`config.mk`:
```
export PLATFORM = sky130hd
export DESIGN_NAME = priv_csr_ctrl
export DESIGN_NICKNAME = d
export VERILOG_FILES = /design/src/rtl/priv_csr_pkg.sv /design/src/rtl/priv_mode_track.sv /design/src/rtl/priv_csr_regs.sv /design/src/rtl/priv_csr_decode.sv /design/src/rtl/priv_csr_ctrl.sv
export SDC_FILE = /design/constraint.sdc
export NUM_CORES = 1
export LEC_CHECK = 0
export BUFFER_PORTS_ARGS = -buffer_cell sky130_fd_sc_hd__clkbuf_2
export CAP_MARGIN = 25
export CORE_AREA = 2 2 91 93
export CTS_BUF_LIST = sky130_fd_sc_hd__clkbuf_16
export DETAILED_ROUTE_END_ITERATION = 7
export DIE_AREA = 0 0 93 95
export PLACE_DENSITY = 0.74
export RECOVER_POWER = 25
export SLEW_MARGIN = 20
export SYNTH_ARGS = -nofsm -noshare
export SYNTH_HDL_FRONTEND = slang
export SYNTH_SLANG_ARGS = --single-unit
```
`constraint.sdc`:
```
create_clock -name clk -period 2 [get_ports clk]
set_input_delay 0.2 -clock clk [delete_from_list [all_inputs] [get_ports clk]]
set_output_delay 0.2 -clock clk [all_outputs]
set_load 0.03 [all_outputs]
```
`src/rtl/priv_csr_pkg.sv`:
```
package priv_csr_pkg;
  typedef enum logic [1:0] {
    PRIV_U = 2'b00,
    PRIV_M = 2'b11
  } priv_e;

  localparam logic [11:0] A_STATUS   = 12'h300;
  localparam logic [11:0] A_ISA      = 12'h301;
  localparam logic [11:0] A_CNTEN    = 12'h306;
  localparam logic [11:0] A_ENVCFG   = 12'h30A;
  localparam logic [11:0] A_ENVCFGH  = 12'h31A;
  localparam logic [11:0] A_SECCFG   = 12'h747;
  localparam logic [11:0] A_SECCFGH  = 12'h757;
  localparam logic [11:0] A_CYC      = 12'hC00;
  localparam logic [11:0] A_INST     = 12'hC02;
  localparam logic [11:0] A_CYCH     = 12'hC80;
  localparam logic [11:0] A_INSTH    = 12'hC82;

  localparam int PP_LO = 11;
  localparam int CAUSE_CALL_M = 11;
  localparam int CAUSE_CALL_U = 8;
endpackage

```
`src/rtl/priv_mode_track.sv`:
```
module priv_mode_track
  import priv_csr_pkg::*;
(
  input  logic  clk,
  input  logic  rst_n,
  input  logic  trap_i,
  input  logic  mret_i,
  input  logic  pp_we_i,
  input  priv_e pp_wval_i,
  output priv_e mode_o,
  output priv_e pp_o
);
  priv_e mode_q;
  logic  pp_inv_q;

  assign mode_o = mode_q;
  assign pp_o   = pp_inv_q ? PRIV_U : PRIV_M;

  always_ff @(posedge clk or negedge rst_n) begin
    if (!rst_n) begin
      mode_q   <= PRIV_M;
      pp_inv_q <= 1'b0;
    end else if (trap_i) begin
      mode_q   <= PRIV_M;
      pp_inv_q <= (mode_q == PRIV_U);
    end else begin
      if (mret_i) mode_q <= pp_o;
      if (pp_we_i) pp_inv_q <= (pp_wval_i == PRIV_U);
    end
  end

  p_trap_to_m_r2: assert property (@(posedge clk) disable iff (!rst_n)
    trap_i |=> mode_q == PRIV_M);
  p_trap_saves_r2: assert property (@(posedge clk) disable iff (!rst_n)
    trap_i |=> pp_o == $past(mode_q));
  p_mret_restore_r3: assert property (@(posedge clk) disable iff (!rst_n)
    (mret_i && !trap_i) |=> mode_q == $past(pp_o));
endmodule

```
`src/rtl/priv_csr_regs.sv`:
```
module priv_csr_regs #(
  parameter int XLEN = 32
) (
  input  logic            clk,
  input  logic            rst_n,
  input  logic            cnten_we_i,
  input  logic            seccfg_we_i,
  input  logic [2:0]      wbits_i,
  output logic            cy_en_o,
  output logic            ir_en_o,
  output logic [XLEN-1:0] cnten_rd_o,
  output logic [XLEN-1:0] seccfg_rd_o,
  output logic [2:0]      sec_o
);
  logic       cy_q, ir_q;
  logic [2:0] sec_q;

  always_ff @(posedge clk or negedge rst_n) begin
    if (!rst_n) begin
      cy_q  <= 1'b0;
      ir_q  <= 1'b0;
      sec_q <= '0;
    end else begin
      if (cnten_we_i) begin
        cy_q <= wbits_i[0];
        ir_q <= wbits_i[2];
      end
      if (seccfg_we_i) sec_q <= wbits_i;
    end
  end

  assign cy_en_o     = cy_q;
  assign ir_en_o     = ir_q;
  assign sec_o       = sec_q;
  assign cnten_rd_o  = XLEN'({ir_q, 1'b0, cy_q});
  assign seccfg_rd_o = XLEN'(sec_q);

  p_cnten_hold_r9: assert property (@(posedge clk) disable iff (!rst_n)
    !cnten_we_i |=> $stable(cnten_rd_o));
  p_sec_hold_r10: assert property (@(posedge clk) disable iff (!rst_n)
    !seccfg_we_i |=> $stable(sec_o));
endmodule

```
`src/rtl/priv_csr_decode.sv`:
```
module priv_csr_decode
  import priv_csr_pkg::*;
#(
  parameter int XLEN     = 32,
  parameter int MISA_EXT = 32'h0000_1104
) (
  input  logic [11:0]       addr_i,
  input  logic              we_i,
  input  priv_e             mode_i,
  input  priv_e             pp_i,
  input  logic              cy_en_i,
  input  logic              ir_en_i,
  input  logic [XLEN-1:0]   cnten_rd_i,
  input  logic [XLEN-1:0]   seccfg_rd_i,
  input  logic [2*XLEN-1:0] cyc_i,
  input  logic [2*XLEN-1:0] inst_i,
  output logic              illegal_o,
  output logic [XLEN-1:0]   rdata_o,
  output logic              sel_status_o,
  output logic              sel_cnten_o,
  output logic              sel_seccfg_o
);
  localparam logic [XLEN-1:0] ISA_VAL =
    (XLEN'(1) << (XLEN - 2)) | (XLEN'(1) << 20) | XLEN'(MISA_EXT);

  logic hit, ro, cy_sel, ir_sel, user_blk, cnt_blk;

  always_comb begin
    hit = 1'b1;
    ro  = 1'b0;
    rdata_o = '0;
    cy_sel = 1'b0;
    ir_sel = 1'b0;
    unique case (addr_i)
      A_STATUS:  rdata_o = XLEN'({pp_i, {PP_LO{1'b0}}});
      A_ISA:     begin rdata_o = ISA_VAL; ro = 1'b1; end
      A_CNTEN:   rdata_o = cnten_rd_i;
      A_ENVCFG:  ro = 1'b1;
      A_ENVCFGH: ro = 1'b1;
      A_SECCFG:  rdata_o = seccfg_rd_i;
      A_SECCFGH: ro = 1'b1;
      A_CYC:     begin rdata_o = cyc_i[XLEN-1:0];     ro = 1'b1; cy_sel = 1'b1; end
      A_CYCH:    begin rdata_o = cyc_i[2*XLEN-1:XLEN]; ro = 1'b1; cy_sel = 1'b1; end
      A_INST:    begin rdata_o = inst_i[XLEN-1:0];     ro = 1'b1; ir_sel = 1'b1; end
      A_INSTH:   begin rdata_o = inst_i[2*XLEN-1:XLEN]; ro = 1'b1; ir_sel = 1'b1; end
      default:   hit = 1'b0;
    endcase
    user_blk = (mode_i == PRIV_U) && (addr_i[9:8] == 2'b11);
    cnt_blk  = (mode_i == PRIV_U) && ((cy_sel && !cy_en_i) || (ir_sel && !ir_en_i));
    illegal_o = !hit || user_blk || cnt_blk || (we_i && ro);
  end

  assign sel_status_o = (addr_i == A_STATUS);
  assign sel_cnten_o  = (addr_i == A_CNTEN);
  assign sel_seccfg_o = (addr_i == A_SECCFG);

  always_comb begin
    if (mode_i == PRIV_U && addr_i == A_ISA)
      a_user_isa_r9: assert (illegal_o);
  end
endmodule

```
`src/rtl/priv_csr_ctrl.sv`:
```
module priv_csr_ctrl
  import priv_csr_pkg::*;
#(
  parameter int XLEN     = 32,
  parameter int CAUSE_W  = 5,
  parameter int MISA_EXT = 32'h0000_1104
) (
  input  logic                clk,
  input  logic                rst_n,
  input  logic                trap_valid,
  input  logic                trap_ecall,
  input  logic [CAUSE_W-1:0]  trap_cause,
  input  logic                mret_valid,
  output logic [CAUSE_W-1:0]  mcause,
  output logic [1:0]          priv_mode,
  output logic [1:0]          prev_priv,
  input  logic                req_valid,
  output logic                req_ready,
  input  logic [11:0]         req_addr,
  input  logic                req_we,
  input  logic [XLEN-1:0]     req_wdata,
  output logic                rsp_valid,
  input  logic                rsp_ready,
  output logic [XLEN-1:0]     rsp_rdata,
  output logic                rsp_illegal,
  input  logic [2*XLEN-1:0]   mcycle,
  input  logic [2*XLEN-1:0]   minstret,
  output logic                pmp_lock_mode,
  output logic                pmp_deny_unmatched,
  output logic                pmp_rule_unlock
);
  priv_e mode, pp, pp_wval;
  logic accept, do_wr, dec_ill;
  logic sel_status, sel_cnten, sel_seccfg;
  logic cy_en, ir_en;
  logic [XLEN-1:0] cnten_rd, seccfg_rd, dec_rdata;
  logic [2:0] sec;
  logic rsp_v_q, rsp_ill_q;
  logic [XLEN-1:0] rsp_d_q;
  logic unused_wdata;

  assign unused_wdata = ^{req_wdata[XLEN-1:PP_LO+2], req_wdata[PP_LO-1:3]};

  assign req_ready = !rsp_v_q || rsp_ready;
  assign accept    = req_valid && req_ready;
  assign do_wr     = accept && req_we && !dec_ill;
  assign pp_wval   = (req_wdata[PP_LO+1:PP_LO] == 2'b11) ? PRIV_M : PRIV_U;

  priv_mode_track u_track (
    .clk(clk), .rst_n(rst_n),
    .trap_i(trap_valid), .mret_i(mret_valid),
    .pp_we_i(do_wr && sel_status), .pp_wval_i(pp_wval),
    .mode_o(mode), .pp_o(pp)
  );

  priv_csr_regs #(.XLEN(XLEN)) u_regs (
    .clk(clk), .rst_n(rst_n),
    .cnten_we_i(do_wr && sel_cnten),
    .seccfg_we_i(do_wr && sel_seccfg),
    .wbits_i(req_wdata[2:0]),
    .cy_en_o(cy_en), .ir_en_o(ir_en),
    .cnten_rd_o(cnten_rd), .seccfg_rd_o(seccfg_rd), .sec_o(sec)
  );

  priv_csr_decode #(.XLEN(XLEN), .MISA_EXT(MISA_EXT)) u_dec (
    .addr_i(req_addr), .we_i(req_we), .mode_i(mode), .pp_i(pp),
    .cy_en_i(cy_en), .ir_en_i(ir_en),
    .cnten_rd_i(cnten_rd), .seccfg_rd_i(seccfg_rd),
    .cyc_i(mcycle), .inst_i(minstret),
    .illegal_o(dec_ill), .rdata_o(dec_rdata),
    .sel_status_o(sel_status), .sel_cnten_o(sel_cnten), .sel_seccfg_o(sel_seccfg)
  );

  always_ff @(posedge clk or negedge rst_n) begin
    if (!rst_n) begin
      rsp_v_q   <= 1'b0;
      rsp_ill_q <= 1'b0;
      rsp_d_q   <= '0;
    end else if (accept) begin
      rsp_v_q   <= 1'b1;
      rsp_ill_q <= dec_ill;
      rsp_d_q   <= dec_ill ? '0 : dec_rdata;
    end else if (rsp_ready) begin
      rsp_v_q <= 1'b0;
    end
  end

  always_comb begin
    if (trap_ecall)
      mcause = (mode == PRIV_M) ? CAUSE_W'(CAUSE_CALL_M) : CAUSE_W'(CAUSE_CALL_U);
    else
      mcause = trap_cause;
  end

  assign priv_mode          = mode;
  assign prev_priv          = pp;
  assign rsp_valid          = rsp_v_q;
  assign rsp_rdata          = rsp_d_q;
  assign rsp_illegal        = rsp_ill_q;
  assign pmp_lock_mode      = sec[0];
  assign pmp_deny_unmatched = sec[1];
  assign pmp_rule_unlock    = sec[2];

  p_rsp_hold_r12: assert property (@(posedge clk) disable iff (!rst_n)
    (rsp_valid && !rsp_ready) |=> (rsp_valid && $stable(rsp_rdata) && $stable(rsp_illegal)));
  p_ill_zero_r8: assert property (@(posedge clk) disable iff (!rst_n)
    (rsp_valid && rsp_illegal) |-> rsp_rdata == '0);
  p_user_lock_r9: assert property (@(posedge clk) disable iff (!rst_n)
    (accept && req_we && mode == PRIV_U) |=> ($stable(cnten_rd) && $stable(sec)));
  p_pp_legal_r11: assert property (@(posedge clk) disable iff (!rst_n)
    prev_priv == 2'b11 || prev_priv == 2'b00);
endmodule

```
# --- Word-level counts from Yosys, hierarchy flattened ---
# Cells that the tools add are included.
op_classes:
  n_eq_ne: 14
  muxes: 16
  n_reduce_logical: 30
op_table:
  columns: ["operator", "n"]
  rows:
  - ["case mux 32 bit (8 select lines)", 1]
  - ["equality test 12 x 10 -> 1 bit, second input constant", 5]
  - ["equality test 12 bit, second input constant", 4]
  - ["2-to-1 mux 32 bit", 1]
  - ["equality test 12 x 11 -> 1 bit, second input constant", 2]
  - ["logical AND 1 bit", 11]
  - ["OR reduction 11 bit", 1]
  - ["2-to-1 mux 2 bit", 5]
  - ["2-to-1 mux 1 bit", 8]
  - ["OR reduction 8 bit", 1]
  - ["equality test 2 bit, second input constant", 3]
  - ["nonzero test 2 bit", 3]
  - ["zero test 1 bit", 5]
  - ["logical OR 1 bit", 5]
  - ["2-to-1 mux 5 bit", 1]
  - ["zero test 2 bit", 2]
  - ["OR reduction 2 bit", 2]
word_totals:
  register_bits: 42

# --- Depth between registers and ports, before layout ---
depth:
  ltp_word: 13
  mapped_depth: 9
  depth_no_buf: 6

# --- Hierarchy ---
# A second synthesis with hierarchy kept.
unflattened:
  cells_unflattened: 396
  area_unflattened_um2: 3843.7
modules_own_cells:
  columns: ["module", "n_inst", "cells_per_inst", "area_per_inst_um2"]
  rows:
  - ["priv_csr_ctrl", 1, 124, 1741.7]
  - ["priv_csr_decode", 1, 186, 1325.0]
  - ["priv_csr_regs", 1, 75, 665.6]
  - ["priv_mode_track", 1, 11, 111.4]

# --- Worst setup path before layout ---
# No wires, ideal clock.
synth_timing:
  path_kind: "register to register"
  from: "register rsp_v_q (netlist: rsp_valid)"
  to: "register u_regs.sec_q[0] (netlist: u_regs.sec_o[0])"
  t_arrival_ns: 1.944
  required_time_ns: 1.875
  slack_ns: -0.069
  stages_incl_launch_ff: 6
  n_path_buf: 0
  synth_period_minus_slack_ns: 2.069
  path_cell_list: "dfrtp_1 -> nand2b_1 -> nand2_1 -> nor3_1 -> and3_1 -> mux2_2"
synth_via:
  elab_chain_cells: 6
synth_rtl:
  columns: ["element", "line", "rtl"]
  rows:
  - ["start: declaration", "priv_csr_ctrl.sv:38", "logic rsp_v_q, rsp_ill_q;"]
  - ["start signal: assignment", "priv_csr_ctrl.sv:76", "rsp_v_q <= 1'b0;"]
  - ["start signal: assignment", "priv_csr_ctrl.sv:80", "rsp_v_q <= 1'b1;"]
  - ["start signal: assignment", "priv_csr_ctrl.sv:84", "rsp_v_q <= 1'b0;"]
  - ["zero test 1 bit", "priv_csr_ctrl.sv:44", "assign req_ready = !rsp_v_q || rsp_ready;"]
  - ["logical OR 1 bit", "priv_csr_ctrl.sv:44", null]
  - ["via req_ready", "priv_csr_ctrl.sv:18", "output logic req_ready,"]
  - ["logical AND 1 bit", "priv_csr_ctrl.sv:45", "assign accept = req_valid && req_ready;"]
  - ["logical AND 1 bit (2 in a row)", "priv_csr_ctrl.sv:46", "assign do_wr = accept && req_we && !dec_ill;"]
  - ["logical AND 1 bit", "priv_csr_ctrl.sv:59", ".seccfg_we_i(do_wr && sel_seccfg),"]
  - ["end signal: assignment", "priv_csr_regs.sv:28", "if (seccfg_we_i) sec_q <= wbits_i;"]
  - ["end: declaration", "priv_csr_regs.sv:16", "logic [2:0] sec_q;"]
# The timed path passes the listed nets, and every way through them passes these cells.
# A chain may end at the register's enable or synchronous reset.

# --- Worst setup path after layout ---
layout_timing:
  from: "input port req_addr[0]"
  to: "register rsp_d_q[12] (netlist: rsp_rdata[12])"
layout_via:
  elab_chain_cells: 9
layout_rtl:
  columns: ["element", "line", "rtl"]
  rows:
  - ["start: declaration", "priv_csr_ctrl.sv:19", "input logic [11:0] req_addr,"]
  - ["branches (longest 8 deep; another with equality test 12 x 10 -> 1 bit)", null, null]
  - ["2-to-1 mux 32 bit (*)", "priv_csr_ctrl.sv:82", "rsp_d_q <= dec_ill ? '0 : dec_rdata;"]
  - ["end signal: assignment", "priv_csr_ctrl.sv:82", null]
  - ["end: declaration", "priv_csr_ctrl.sv:39", "logic [XLEN-1:0] rsp_d_q;"]
# Every way passes the cells marked *.

==> flow_summary.json <==
{
  "cts_tree": "yes",
  "period_share": 0.916,
  "dp_hpwl_um": 7960,
  "cts-buffers-inserted": 5,
  "finalCriticalPeriod_ns": 1.83,
  "critPathLaunchType": "input port",
  "post-route-util": 0.550,
  "core_area_mm2": 0.00793,
  "root_buffer": "clkbuf_16",
  "hold-worst-slack_ns": 0.120,
  "max_cap_violations": 0,
  "pre_cts_ws_ns": -0.198,
  "slew_violations": 0,
  "finClkSkew_ns": 0.00248,
  "areaGrowthSynthToFinish_pct": 51.1,
  "drcViolationCount": 0,
  "cts.sinks": 41,
  "fin_nets": 725,
  "synth_top_family_by_area": "simple AND/OR/NAND/NOR gates",
  "grt_overflow": 0,
  "final_area_mm2": 0.00436,
  "worst_ep_required_time_ns": 2.20,
  "setup_violations": 0,
  "fin_cells": 646,
  "boundaryPins": 232,
  "crit_path_max_fanout": 18,
  "grt_max_degree": 42,
  "diodes": 0,
  "clockBufferDepth": 2,
  "clk_latency_ns": 0.28,
  "hp-class": "input port to flop",
  "fp.dieH_um": 95,
  "syn_inst": 314,
  "antenna_found_initial": 0,
  "via_count": 3323,
  "final_common_cell": "clkbuf_2",
  "synth_compound_area_frac": 0.232,
  "place_inst": 638,
  "yosys.area_share.adder": 0,
  "vias_per_cell": 5.14,
  "yosysUniqueCellTypes": 54,
  "synth_enable_flop_cells": 0,
  "yosys_warnings": 0,
  "mostFrequentLayoutCells": "205 x clkbuf_2, 55 x nand2_1, 40 x dfrtp_1, 34 x buf_4, 30 x nor2_1",
  "finalWorstSetupSlack_ns": 0.168,
  "crit_arrival_ns": 2.03,
  "rsz0062_at_grt": "no",
  "io_buffers": 204,
  "place.gp.congestion": 0.885,
  "ys.flop_type": "dfrtp_1",
  "die_x_um": 93,
  "clkTransAtPathRegs_ns": 0.06,
  "async_reset_ff_frac": 1.00,
  "grt_pass1_wl_um": 15000,
  "cp-end-kind": "flop",
  "tns_ns": 0,
  "cts_max_level": 2,
  "synth.area.mux_share": 0.125,
  "fp-row-count": 33,
  "yosys_register_bits": 41,
  "synth_simple_gate_area_frac": 0.235,
  "power_density_mw_per_mm2": 453,
  "total_power_mw": 1.98,
  "yosysSeqAreaShare": 0.356,
  "drt-pass1-iter-count": 4,
  "status": "completed",
  "fmax_mhz": 546,
  "die_area_mm2": 0.00884,
  "first_global_vias": 3194,
  "relSlewSlack": 0.295,
  "drive_gt1_frac": 0.542,
  "tightest_slew_ns": 1.06,
  "syn_nets": 499,
  "finalHoldViolCount": 0,
  "syn_area_mm2": 0.00288,
  "timing_worst_setup_path_type": "input port to flop",
  "start_util": 0.364,
  "p_leak_nw": 2.24,
  "wire_per_inst_um": 15.3,
  "vdd_drop_max_mv": 0.322,
  "antenna_left": 0,
  "synth_xor_xnor_area_share": 0.00304,
  "wirelength_um": 9860,
  "grt.total_usage": 0.216,
  "dpl_cell_area_mm2": 0.00422,
  "drt_iter0_drc": 85,
  "synth_area_per_cell_um2": 9.18
}
[per-layer routing]
layer	GRT usage	vias to the layer above	routed length, um
li1	-	1625	-
met1	0.262	1555	4030
met2	0.383	125	5000
met3	0.0391	18	608
met4	0.0809	0	217
met5	0	-	0
[path summary, 6_finish.rpt]
check | start | to | slack (ns) | depth (start not counted)
worst max-delay path | req_addr[0] | rsp_rdata[12]$_DFFE_PN0P_ | 0.17 | 8
worst min-delay path | req_valid | rsp_valid$_DFFE_PN0P_ | 0.12 | 2
worst max register to register | u_track.mode_o[0]$_DFFE_PN1P_ | u_regs.sec_o[2]$_DFFE_PN0P_ | 0.23 | 4
worst min register to register | rsp_rdata[26]$_DFFE_PN0P_ | rsp_rdata[26]$_DFFE_PN0P_ | 0.47 | 2
max in group asynchronous | rst_n | rsp_rdata[21]$_DFFE_PN0P_ | 1.16 | 2
min in group asynchronous | rst_n | u_track.pp_inv_q$_DFFE_PN0P_ | 0.18 | 2
[cells in the mapped netlist (all sizes together) (2+ instances only)]
cell type,number,area (um^2)
mux2i,28,280
dfrtp,40,1000
nand2,55,206
nor4,2,12.5
and4b,2,20.0
or4,2,18.8
buf,11,86.3
and4,4,35.0
nor2b,3,18.8
nor3,8,50.1
and3,4,25.0
a2111oi,2,17.5
inv,4,15.0
a21boi,2,15.0
or3,3,18.8
nand2b,3,18.8
nor2,31,119
mux2,7,78.8
and3b,2,17.5
nand3,4,32.5
a221oi,27,236
a22oi,8,85.1
o21ai,31,230
clkbuf,11,41.3
or4b,2,23.8
[critical path, stage by stage]
cell and delay [ns]:
clkbuf_2 0.11, buf_4 0.14, or4b_1 0.57, nor2_1 0.16
and3_1 0.23, buf_4 0.27, a21boi_0 0.14, a32oi_2 0.20
[report_power, final]
part           leakage, nW  switching [mW]  total (mW)  internal (mW)
clock network       0.0696           0.327       0.784          0.457
logic                 1.61           0.174       0.359          0.185
registers            0.561         0.00104       0.832          0.831
[final cells by class]
class	instances	area, um^2
tap	105	131
clock inverter	3	17.5
multi-input combinational	247	1720
clock buffer	5	125
timing repair buffer	241	1320
sequential	41	1030
fill	771	3570
inverter	4	15.0
[flip-flops by register name (all words and copies together) (netlist names)]
| name | cells |
|---|---|
| rsp_rdata | 32 |
| rsp_illegal | 1 |
| u_regs.ir_en_o | 1 |
| u_track.mode_o | 1 |
| u_regs.sec_o | 3 |
| u_regs.cy_en_o | 1 |
| u_track.pp_inv_q | 1 |
| rsp_valid | 1 |
[timing repair]
item | in CTS | in global routing
endpoints found under the setup margin | 0 | 2
setup buffers | 0 | 0
resized for setup | 0 | 1
endpoints found under the hold margin | 0 | 0
hold buffers | 0 | 0
[kinds of logic after synthesis]
kind of cell,after synthesis
DFF,41
buffers and inverters,26
muxes,35
and+or+nand+nor,132
AOI/OAI and AO/OA,79
xor gates and xnor gates,1
Power figures use the tool's default switching activity.
